==> src/rtl/adc_seq_pkg.sv <==
package adc_seq_pkg;

   typedef enum logic [1:0] {
      MD_SINGLE     = 2'b00,
      MD_MULTI      = 2'b01,
      MD_SCAN       = 2'b10,
      MD_SINGLE_ALT = 2'b11
   } seq_mode_e;

   typedef enum logic [2:0] {
      ST_IDLE   = 3'd0,
      ST_DELAY  = 3'd1,
      ST_SAMPLE = 3'd2,
      ST_CONV   = 3'd3,
      ST_GAP    = 3'd4
   } seq_state_e;

   function automatic int max3(input int a, input int b, input int c);
      int m;
      m = (a > b) ? a : b;
      return (m > c) ? m : c;
   endfunction

endpackage

==> src/rtl/adc_seq_phase.sv <==
// Free-running divider phase; its value picks the start delay.
module adc_seq_phase #(
   parameter int DIV  = 4,
   localparam int PH_W = (DIV > 1) ? $clog2(DIV) : 1
) (
   input  logic            clk,
   input  logic            rst_n,
   output logic [PH_W-1:0] phase
);
   localparam logic [PH_W-1:0] PH_ONE  = 1;
   localparam logic [PH_W-1:0] PH_LAST = PH_W'(DIV - 1);

   generate
      if ((DIV & (DIV - 1)) == 0) begin : g_pow2
         always_ff @(posedge clk) begin
            if (!rst_n) phase <= '0;
            else        phase <= phase + PH_ONE;
         end
      end else begin : g_modulo
         always_ff @(posedge clk) begin
            if (!rst_n)                phase <= '0;
            else if (phase == PH_LAST) phase <= '0;
            else                       phase <= phase + PH_ONE;
         end
      end
   endgenerate
endmodule

==> src/rtl/adc_seq_trig.sv <==
// Qualifies the three start sources into a single request.
module adc_seq_trig #(
   parameter int TRG_W   = 4,
   parameter int EXT_BIT = 0,
   parameter int TMR_BIT = 1
) (
   input  logic [TRG_W-1:0] trig_sel,
   input  logic             sw_set,
   input  logic             ext_trig,
   input  logic             tmr_req,
   output logic             start_req
);
   logic [TRG_W-1:0] src_vec;
   logic             unused_sel;

   generate
      for (genvar i = 0; i < TRG_W; i++) begin : g_src
         if (i == EXT_BIT) begin : g_ext
            assign src_vec[i] = trig_sel[i] & ext_trig;
         end else if (i == TMR_BIT) begin : g_tmr
            assign src_vec[i] = trig_sel[i] & tmr_req;
         end else begin : g_rsvd
            assign src_vec[i] = 1'b0;
         end
      end
   endgenerate

   assign unused_sel = ^trig_sel;
   assign start_req  = sw_set | (|src_vec);
endmodule

==> src/rtl/adc_conv_stub.sv <==
// Stand-in converter: result ready a fixed number of cycles after launch.
module adc_conv_stub #(
   parameter int CH_W     = 3,
   parameter int RES_W    = 10,
   parameter int CONV_CYC = 10,
   parameter int RES_STEP = 100,
   parameter int RES_OFS  = 33,
   localparam int CC_W    = $clog2(CONV_CYC + 1)
) (
   input  logic             clk,
   input  logic             rst_n,
   input  logic             launch,
   input  logic             flush,
   input  logic [CH_W-1:0]  chan,
   output logic             done,
   output logic [RES_W-1:0] result
);
   localparam logic [CC_W-1:0] CC_ONE  = 1;
   localparam logic [CC_W-1:0] CC_LOAD = CC_W'(CONV_CYC - 1);

   logic            act;
   logic [CC_W-1:0] cc;
   logic [CH_W-1:0] chan_l;

   always_ff @(posedge clk) begin
      if (!rst_n || flush) begin
         act    <= 1'b0;
         cc     <= '0;
         chan_l <= '0;
      end else if (launch) begin
         act    <= 1'b1;
         cc     <= CC_LOAD;
         chan_l <= chan;
      end else if (act) begin
         if (cc == '0) act <= 1'b0;
         else          cc  <= cc - CC_ONE;
      end
   end

   assign done   = act && (cc == '0);
   assign result = RES_W'(chan_l) * RES_W'(RES_STEP) + RES_W'(RES_OFS);
endmodule

==> src/rtl/adc_seq_ctrl.sv <==
// Sequence state machine: delay, sampling, conversions and channel stepping.
module adc_seq_ctrl
   import adc_seq_pkg::*;
#(
   parameter int CH_W    = 3,
   parameter int RES_W   = 10,
   parameter int DIV     = 4,
   parameter int PAD_CYC = 2,
   parameter int SPL_CYC = 8,
   parameter int GAP_CYC = 2,
   localparam int PH_W   = (DIV > 1) ? $clog2(DIV) : 1,
   localparam int CNT_W  = $clog2(max3(DIV + PAD_CYC, SPL_CYC, GAP_CYC) + 1)
) (
   input  logic             clk,
   input  logic             rst_n,
   input  logic             start_req,
   input  logic             abort,
   input  logic [PH_W-1:0]  phase,
   input  logic [1:0]       mode,
   input  logic [CH_W-1:0]  chan_sel,
   input  logic             conv_done,
   input  logic [RES_W-1:0] conv_res,
   output logic             launch,
   output logic             busy,
   output logic             sh_active,
   output logic             conv_active,
   output logic [CH_W-1:0]  chan_idx,
   output logic             result_valid,
   output logic [RES_W-1:0] result_data,
   output logic [CH_W-1:0]  result_chan,
   output logic             eoc
);
   localparam logic [CNT_W-1:0] CNT_ONE  = 1;
   localparam logic [CNT_W-1:0] TD_BASE  = CNT_W'(DIV + PAD_CYC - 1);
   localparam logic [CNT_W-1:0] SPL_LOAD = CNT_W'(SPL_CYC - 1);
   localparam logic [CNT_W-1:0] GAP_LOAD = CNT_W'(GAP_CYC - 1);
   localparam logic [CH_W-1:0]  CH_ONE   = 1;

   seq_state_e      st;
   seq_mode_e       md_in;
   logic [CNT_W-1:0] cnt;
   logic [CNT_W-1:0] td_load;
   logic [CH_W-1:0]  chan;
   logic [CH_W-1:0]  first_ch;
   logic [CH_W-1:0]  last_ch;
   logic             scan_q;
   logic             single_in;

   assign md_in     = seq_mode_e'(mode);
   assign single_in = (md_in == MD_SINGLE) || (md_in == MD_SINGLE_ALT);
   assign td_load   = TD_BASE - CNT_W'(phase);

   assign launch = !abort && (cnt == '0) &&
                   ((st == ST_SAMPLE) || (st == ST_GAP));

   always_ff @(posedge clk) begin
      if (!rst_n) begin
         st           <= ST_IDLE;
         cnt          <= '0;
         chan         <= '0;
         first_ch     <= '0;
         last_ch      <= '0;
         scan_q       <= 1'b0;
         busy         <= 1'b0;
         eoc          <= 1'b0;
         result_valid <= 1'b0;
         result_data  <= '0;
         result_chan  <= '0;
      end else begin
         eoc          <= 1'b0;
         result_valid <= 1'b0;
         if (abort) begin
            st   <= ST_IDLE;
            cnt  <= '0;
            busy <= 1'b0;
         end else begin
            unique case (st)
               ST_IDLE: begin
                  if (start_req) begin
                     busy     <= 1'b1;
                     st       <= ST_DELAY;
                     cnt      <= td_load;
                     first_ch <= single_in ? chan_sel : '0;
                     chan     <= single_in ? chan_sel : '0;
                     last_ch  <= chan_sel;
                     scan_q   <= (md_in == MD_SCAN);
                  end
               end
               ST_DELAY: begin
                  if (cnt == '0) begin
                     st  <= ST_SAMPLE;
                     cnt <= SPL_LOAD;
                  end else begin
                     cnt <= cnt - CNT_ONE;
                  end
               end
               ST_SAMPLE: begin
                  if (cnt == '0) st  <= ST_CONV;
                  else           cnt <= cnt - CNT_ONE;
               end
               ST_CONV: begin
                  if (conv_done) begin
                     result_valid <= 1'b1;
                     result_data  <= conv_res;
                     result_chan  <= chan;
                     if (chan == last_ch) begin
                        eoc <= 1'b1;
                        if (scan_q) begin
                           chan <= first_ch;
                           st   <= ST_GAP;
                           cnt  <= GAP_LOAD;
                        end else begin
                           st   <= ST_IDLE;
                           busy <= 1'b0;
                        end
                     end else begin
                        chan <= chan + CH_ONE;
                        st   <= ST_GAP;
                        cnt  <= GAP_LOAD;
                     end
                  end
               end
               ST_GAP: begin
                  if (cnt == '0) st  <= ST_CONV;
                  else           cnt <= cnt - CNT_ONE;
               end
               default: st <= ST_IDLE;
            endcase
         end
      end
   end

   assign sh_active   = (st == ST_SAMPLE);
   assign conv_active = (st == ST_CONV);
   assign chan_idx    = chan;
endmodule

==> src/rtl/adc_start_seq.sv <==
module adc_start_seq #(
   parameter int CH_W     = 3,
   parameter int TRG_W    = 4,
   parameter int RES_W    = 10,
   parameter int DIV      = 4,
   parameter int PAD_CYC  = 2,
   parameter int SPL_CYC  = 8,
   parameter int CONV_CYC = 10,
   parameter int GAP_CYC  = 2,
   parameter int EXT_BIT  = 0,
   parameter int TMR_BIT  = 1
) (
   input  logic             clk,
   input  logic             rst_n,
   input  logic             sw_start_set,
   input  logic             sw_start_clr,
   input  logic [TRG_W-1:0] trig_sel,
   input  logic             ext_trig,
   input  logic             tmr_req,
   input  logic [1:0]       mode,
   input  logic [CH_W-1:0]  chan_sel,
   output logic             busy,
   output logic             sh_active,
   output logic             conv_active,
   output logic [CH_W-1:0]  chan_idx,
   output logic             result_valid,
   output logic [RES_W-1:0] result_data,
   output logic [CH_W-1:0]  result_chan,
   output logic             eoc
);
   localparam int PH_W = (DIV > 1) ? $clog2(DIV) : 1;

   generate
      if (DIV < 2) begin : g_bad_div
         $error("DIV must be at least 2");
      end
      if (SPL_CYC < 1 || CONV_CYC < 1 || GAP_CYC < 1) begin : g_bad_time
         $error("sampling, conversion and gap lengths must be at least 1");
      end
      if (PAD_CYC < 0) begin : g_bad_pad
         $error("PAD_CYC must not be negative");
      end
      if (EXT_BIT == TMR_BIT || EXT_BIT >= TRG_W || TMR_BIT >= TRG_W) begin : g_bad_bits
         $error("trigger enable bits must be distinct and inside trig_sel");
      end
      if ((CH_W < 1) || ((2 ** CH_W - 1) * 100 + 33 >= 2 ** RES_W)) begin : g_bad_res
         $error("RES_W too narrow for stub results");
      end
   endgenerate

   logic [PH_W-1:0]  phase;
   logic             start_req;
   logic             launch;
   logic             conv_done;
   logic [RES_W-1:0] conv_res;

   adc_seq_phase #(.DIV(DIV)) u_phase (
      .clk   (clk),
      .rst_n (rst_n),
      .phase (phase)
   );

   adc_seq_trig #(
      .TRG_W   (TRG_W),
      .EXT_BIT (EXT_BIT),
      .TMR_BIT (TMR_BIT)
   ) u_trig (
      .trig_sel  (trig_sel),
      .sw_set    (sw_start_set),
      .ext_trig  (ext_trig),
      .tmr_req   (tmr_req),
      .start_req (start_req)
   );

   adc_seq_ctrl #(
      .CH_W    (CH_W),
      .RES_W   (RES_W),
      .DIV     (DIV),
      .PAD_CYC (PAD_CYC),
      .SPL_CYC (SPL_CYC),
      .GAP_CYC (GAP_CYC)
   ) u_ctrl (
      .clk          (clk),
      .rst_n        (rst_n),
      .start_req    (start_req),
      .abort        (sw_start_clr),
      .phase        (phase),
      .mode         (mode),
      .chan_sel     (chan_sel),
      .conv_done    (conv_done),
      .conv_res     (conv_res),
      .launch       (launch),
      .busy         (busy),
      .sh_active    (sh_active),
      .conv_active  (conv_active),
      .chan_idx     (chan_idx),
      .result_valid (result_valid),
      .result_data  (result_data),
      .result_chan  (result_chan),
      .eoc          (eoc)
   );

   adc_conv_stub #(
      .CH_W     (CH_W),
      .RES_W    (RES_W),
      .CONV_CYC (CONV_CYC)
   ) u_stub (
      .clk    (clk),
      .rst_n  (rst_n),
      .launch (launch),
      .flush  (sw_start_clr),
      .chan   (chan_idx),
      .done   (conv_done),
      .result (conv_res)
   );
endmodule

==> config.mk <==
export PLATFORM = sky130hd
export DESIGN_NAME = adc_start_seq
export DESIGN_NICKNAME = d
export VERILOG_FILES = /design/src/rtl/adc_seq_pkg.sv /design/src/rtl/adc_seq_phase.sv /design/src/rtl/adc_seq_trig.sv /design/src/rtl/adc_conv_stub.sv /design/src/rtl/adc_seq_ctrl.sv /design/src/rtl/adc_start_seq.sv
export SDC_FILE = /design/constraint.sdc
export NUM_CORES = 1
export LEC_CHECK = 0
export CAP_MARGIN = 30
export CELL_PAD_IN_SITES_DETAIL_PLACEMENT = 1
export CELL_PAD_IN_SITES_GLOBAL_PLACEMENT = 1
export CORE_ASPECT_RATIO = 2
export CORE_MARGIN = 2
export CORE_UTILIZATION = 25
export CTS_CLUSTER_DIAMETER = 120
export DETAILED_ROUTE_END_ITERATION = 12
export MAX_ROUTING_LAYER = met4
export PLACE_DENSITY_LB_ADDON = 0.1
export RECOVER_POWER = 25
export SYNTH_ARGS = -nofsm -noshare
export SYNTH_HDL_FRONTEND = slang
export SYNTH_SLANG_ARGS = --single-unit
==> constraint.sdc <==
create_clock -name clk -period 5 [get_ports clk]
set_input_delay 0.5 -clock clk [delete_from_list [all_inputs] [get_ports clk]]
set_output_delay 0.5 -clock clk [all_outputs]
set_load 0.01 [all_outputs]
### After elaboration in Yosys (flattened, before gate mapping)

Index checks and enable logic that the tools add are counted.

| word-level totals | value |
|---|---|
| register bits after elaboration | 43 |
| input bits | 15 |
| logic and storage cells | 109 |

| cells by class | value |
|---|---|
| $add $sub $neg | 6 |
| multipliers | 1 |
| equal/unequal tests | 16 |
| muxes and demuxes | 33 |
| bitwise logic cells | 8 |
| reduce and logical (&&, ||, !) cells | 29 |

Operators by type and width:

| operator | number |
|---|---|
| $mux W4 | 9 |
| $mux W3 | 11 |
| $pmux W4 S4 | 1 |
| $reduce_and A5 Y1 | 3 |
| $pmux W3 S4 | 1 |
| $add A10 B6 Y10 const B | 1 |
| $mux W1 | 9 |
| $logic_not A4 Y1 | 2 |
| $mul A3 B5 Y8 const B | 1 |
| $ne A2 B1 Y1 const B | 4 |
| $ne A2 B2 Y1 const B | 4 |
| $reduce_or A2 Y1 | 4 |
| $sub A4 B1 Y4 const B | 2 |
| $eq A3 B2 Y1 const B | 2 |
| $pmux W3 S2 | 1 |
| $reduce_and A3 Y1 | 2 |
| $not A1 Y1 | 5 |
| $eq A2 B2 Y1 const B | 2 |
| $reduce_and A2 Y1 | 2 |
| $reduce_and A4 Y1 | 1 |
| $reduce_bool A2 Y1 | 2 |
| $reduce_bool A4 Y1 | 1 |
| $reduce_or A4 Y1 | 1 |
| $sub A3 B2 Y4 const A | 1 |
| other kinds (15) | 21 |

### Depth between registers and ports, before layout

| depth | value |
|---|---|
| word-level depth | 5 |
| gate-level depth with buffers | 9 |

### Modules after synthesis

From an unflattened synthesis, not the netlist that was laid out.

| unflattened totals | value |
|---|---|
| cell total of the unflattened synthesis | 281 |
| area total of the unflattened synthesis | 2,336.0 um2 |

By module, submodules not included:

| module | instances | cells each | area each (um2) | sequential area each (um2) |
|---|---|---|---|---|
| adc_seq_ctrl | 1 | 216 | 1,737.9 | 660.6 |
| adc_conv_stub | 1 | 59 | 524.3 | 160.2 |
| adc_seq_phase | 1 | 5 | 63.8 | 40.0 |
| adc_seq_trig | 1 | 1 | 10.0 | 0.0 |

### Worst setup path before layout

Ideal clock, no wire load.

| path | value |
|---|---|
| path kind | register to register |
| start point | register u_ctrl.cnt[0] |
| end point | register u_ctrl.cnt[1] |
| setup time | 0.071 ns |
| data arrival time | 1.861 ns |
| data required time | 4.929 ns |
| path slack | 3.068 ns |
| cell stages (with the launch flop) | 9 |
| buffers on the path | 1 |
| clock period less this slack | 1.932 ns |
| cells stage by stage | dfxtp_1 > inv_1 > ha_1 > or3b_1 > buf_6 > a21oi_1 > o211a_2 > or4_1 > a21oi_1 |

| between the ends | value |
|---|---|
| longest elaborated chain between the ends | 3 |
| elaborated cells on any way between the ends | 7 |
| those cells by class | 1 x add/sub; 1 x eq/ne; 3 x mux; 2 x reduce/logical |

RTL lines:

| what | RTL line | RTL |
|---|---|---|
| start: declaration | adc_seq_ctrl.sv:41 | `logic [CNT_W-1:0] cnt;` |
| start signal: assignment | adc_seq_ctrl.sv:82 | `cnt <= td_load;` |
| start signal: assignment | adc_seq_ctrl.sv:94 | `cnt <= cnt - CNT_ONE;` |
| start signal: assignment | adc_seq_ctrl.sv:99 | `else cnt <= cnt - CNT_ONE;` |
| $sub A4 B1 Y4 or $logic_not A4 Y1 (tied branches) | - |  |
| $mux W4, or another cell as far along | adc_seq_ctrl.sv:98, adc_seq_ctrl.sv:124 |  |
| $pmux W4 S4 or $reduce_and A5 Y1 (tied branches) | - |  |

Several ways; a longest one is shown, not always the timed one. The select of a mux whose other input is x is not followed.
A chain may end at the register's enable or synchronous reset.

### Worst setup path after layout

| path | value |
|---|---|
| start point | register u_ctrl.st[1] |
| end point | output port conv_active |

| between the ends | value |
|---|---|
| longest elaborated chain between the ends | 1 |

RTL lines:

| what | RTL line | RTL |
|---|---|---|
| start: declaration | adc_seq_ctrl.sv:39 | `seq_state_e st;` |
| start signal: assignment | adc_seq_ctrl.sv:58 | `st <= ST_IDLE;` |
| start signal: assignment | adc_seq_ctrl.sv:73 | `st <= ST_IDLE;` |
| start signal: assignment | adc_seq_ctrl.sv:81 | `st <= ST_DELAY;` |
| $eq A3 B2 Y1 | adc_seq_ctrl.sv:134 | `assign conv_active = (st == ST_CONV);` |
| end: declaration | adc_start_seq.sv:24 | `output logic conv_active,` |

No other way between the ends.

==> flow_summary.ini <==
[cells_and_area]
layout.nets = 303
multi_input_area_mm2 = 0.00124
final_common_cell = dfxtp_1
regArea_um2 = 841
drive_gt1_share_pct = 7.53
num_antenna_cells = 0
fill_cells = 1028
syn_to_final_growth_pct = 23.6
fin_util_pct = 31.7
layout_common_cells = dfxtp_1, nor2_1, mux2i_1, clkdlybuf4s50_1, a21oi_1
finalNonFillerCells = 379

[power_and_ir_drop]
swShare_pct = 27.2
p_comb_share_pct = 14.0
p_int_mw = 0.582
sequentialPowerShare_pct = 45.3
irDropWorstVdd_v = 0.000132
p_total_mw = 0.800
power.switching_mw = 0.218
p_leak_nw = 1.09
p_clk_share_pct = 40.7
power.density_mw_per_mm2 = 294

[clocking]
cts_tree = yes
cts_setup_buffers = 0
cts_buffers = 5
cts_buffer_depth = 2
hold_buffers = 0
insertion_delay_ns = 0.29
clkTransAtPathRegs_ns = 0.06
ctsHtreeMaxLevel = 2
root_buffer = clkbuf_16
cts_resized = 0
cts_sinks = 42

[synth]
ys_ff_latch = 42
ys_types = 51
synth_nets = 279
async_reset_ff_share_pct = 0
ys_seq_area_share_pct = 38.1
synth_area_mm2 = 0.00220
yosys_most_used_dff = dfxtp_1
ys.warnings.count = 0
synth_cells = 254
synth_edf_count = 0
post_synth.cell_area_avg_um2 = 8.68

[setup_path]
r2r-start = u_ctrl.st[2]
crit_required_ns = 4.50
cp_max_fo = 17
crit_path_start_kind = flop
worstReg2RegEnd = u_ctrl.cnt[1]
critPathKind = flop to primary output
arrival_ns = 2.20
critPathCaptureType = primary output
rr_worst_depth = 6
ff2ff_setup_slack_ns = 2.71

[timing]
hold_viol = 0
clock_skew_ns = 0.00598
fin_hold_ws_ns = 0.457
rsz0062_at_grt = no
slew-limit-headroom_pct = 43.8
totalNegativeSetupSlack_ns = 0
fin_crit_ns = 2.70
fmax_ghz = 0.370
tightest_slew_ns = 0.842
final.period_utilization_pct = 54.1
setup_viol = 0
drv_slew = 0

[global_routing]
overflow = 0
grt_pass1_wl_um = 9830
met3_usage_pct = 2.28
grt_max_degree = 26
antenna_found_initial = 0
met1_usage_pct = 13.2
grtUsageTotal_pct = 13.7
grt_pass1_vias = 1893
grt-busiest-layer = met2
use_met2_pct = 26.4

[worst_hold_path]
hold_path_startpoint = u_ctrl.first_ch[1]
whs_path_depth = 2
hold_path_end = u_ctrl.first_ch[1]
hp-class = flop to flop

[place]
dp_hpwl_um = 4650
gp_congestion = 0.805
portBuffers = 32
placed_cells = 371

[floorplan]
die_w_um = 70.4
initial_core_util_pct = 25.7
io_pins = 36
fp.dieArea_mm2 = 0.00963
die_y_um = 137
rows = 48
core_area_mm2 = 0.00859

[route]
detail_route.vias_per_cell = 4.95
vias = 1876
routed_wl_um = 5990
drc = 0
first_pass_iters = 4
ant_nets = 0
drt-initial-drc-count = 45
avgRoutedWirePerCell_um = 15.8

[outcome]
status = finished clean

[run]
cap_violations = 0
==> per-layer routing <==
metal	vias to the layer above	part of all wire, %
met3	7	2.5
met2	27	58
met1	904	37
li1	938	-
met4	0	2.5
met5	-	0
==> power by group through the flow <==
stage / Clock (mW) / Combinational, mW / Sequential [mW]
after CTS: 0.341 / 0.115 / 0.363
after detailed placement: 0 / 0.115 / 0.371
final: 0.325 / 0.112 / 0.363
after global placement: 0 / 0.113 / 0.371
after global routing: 0.354 / 0.125 / 0.365
after floorplan: 0 / 0.0855 / 0.361
==> state kept, by name, summed over array words and instances, names as in the netlist <==
register	count
u_ctrl.result_data	9
u_ctrl.cnt	4
u_stub.cc	4
u_ctrl.chan_idx	3
u_ctrl.first_ch	3
u_ctrl.last_ch	3
u_ctrl.result_chan	3
u_ctrl.st	3
u_stub.chan_l	3
u_phase.phase	2
u_ctrl.busy	1
u_ctrl.eoc	1
u_ctrl.result_valid	1
u_ctrl.scan_q	1
u_stub.act	1
==> per-stage QoR <==
stage | area (um^2) | worst slack [ns]
2_1_floorplan | 2200 | 3.07
3_3_place_gp | 2580 | 2.45
3_5_place_dp | 2580 | 2.41
4_1_cts | 2720 | 2.26
5_1_grt | 2720 | 2.12
6_report | 2720 | 2.30
==> worst max-delay path: stages (launching register included) <==
cell and delay [ns]:
dfxtp_1 0.74, nand3_2 0.37, inv_1 0.24, clkdlybuf4s50_1 0.57
==> worst max-delay path by stage <==
| stage | startpoint | end | slack (ns) | cells after the start |
|---|---|---|---|---|
| 2_1_floorplan | u_ctrl.cnt[0] | u_ctrl.cnt[1] | 3.07 | 8 |
| 3_3_place_gp | trig_sel[0] | u_ctrl.chan_idx[2] | 2.45 | 6 |
| 3_5_place_dp | trig_sel[0] | u_ctrl.chan_idx[2] | 2.41 | 6 |
| 4_1_cts | u_ctrl.st[1] | conv_active | 2.26 | 3 |
| 5_1_grt | u_ctrl.st[0] | conv_active | 2.12 | 3 |
| 6_report | u_ctrl.st[1] | conv_active | 2.30 | 3 |
==> final cells by class <==
class / instances / share of cell area (%)
Tap cell: 100 / 4.59
Timing Repair Buffer: 33 / 12.0
Sequential cell: 42 / 30.9
Multi-Input combinational cell: 184 / 45.5
Inverter: 12 / 1.65
Clock inverter: 3 / 0.781
Clock buffer: 5 / 4.59
==> synthesized netlist by cell type, drive strengths merged, types with 5 or more instances <==
library cell   n  share of area, %
a21oi         17               3.9
nand3          8               2.0
o21ai          5               1.1
inv           12               2.0
xnor2          7               2.8
dfxtp         42                38
mux2i         19               8.6
xor2           6               2.4
buf            9               2.4
nor3           5               1.4
nand2         13               2.2
nor2          39               6.8
clkbuf         7               1.2
ha            10               5.7
==> kinds of logic (layout without fill, tap and decap cells) <==
logic type,Yosys count,count (layout),synth area share (%)
AND/OR/NAND/NOR,88,88,19.6
AO/OA/AOI/OAI,51,51,15.9
flip-flops,42,42,38.1
buffers and inverters,28,53,5.68
multiplexers,21,21,9.65
XOR/XNOR,13,13,5.16
adder cells (fa/ha/maj),10,10,5.68
other,1,1,0.170
No activity file was read; power rests on OpenSTA's default activity.
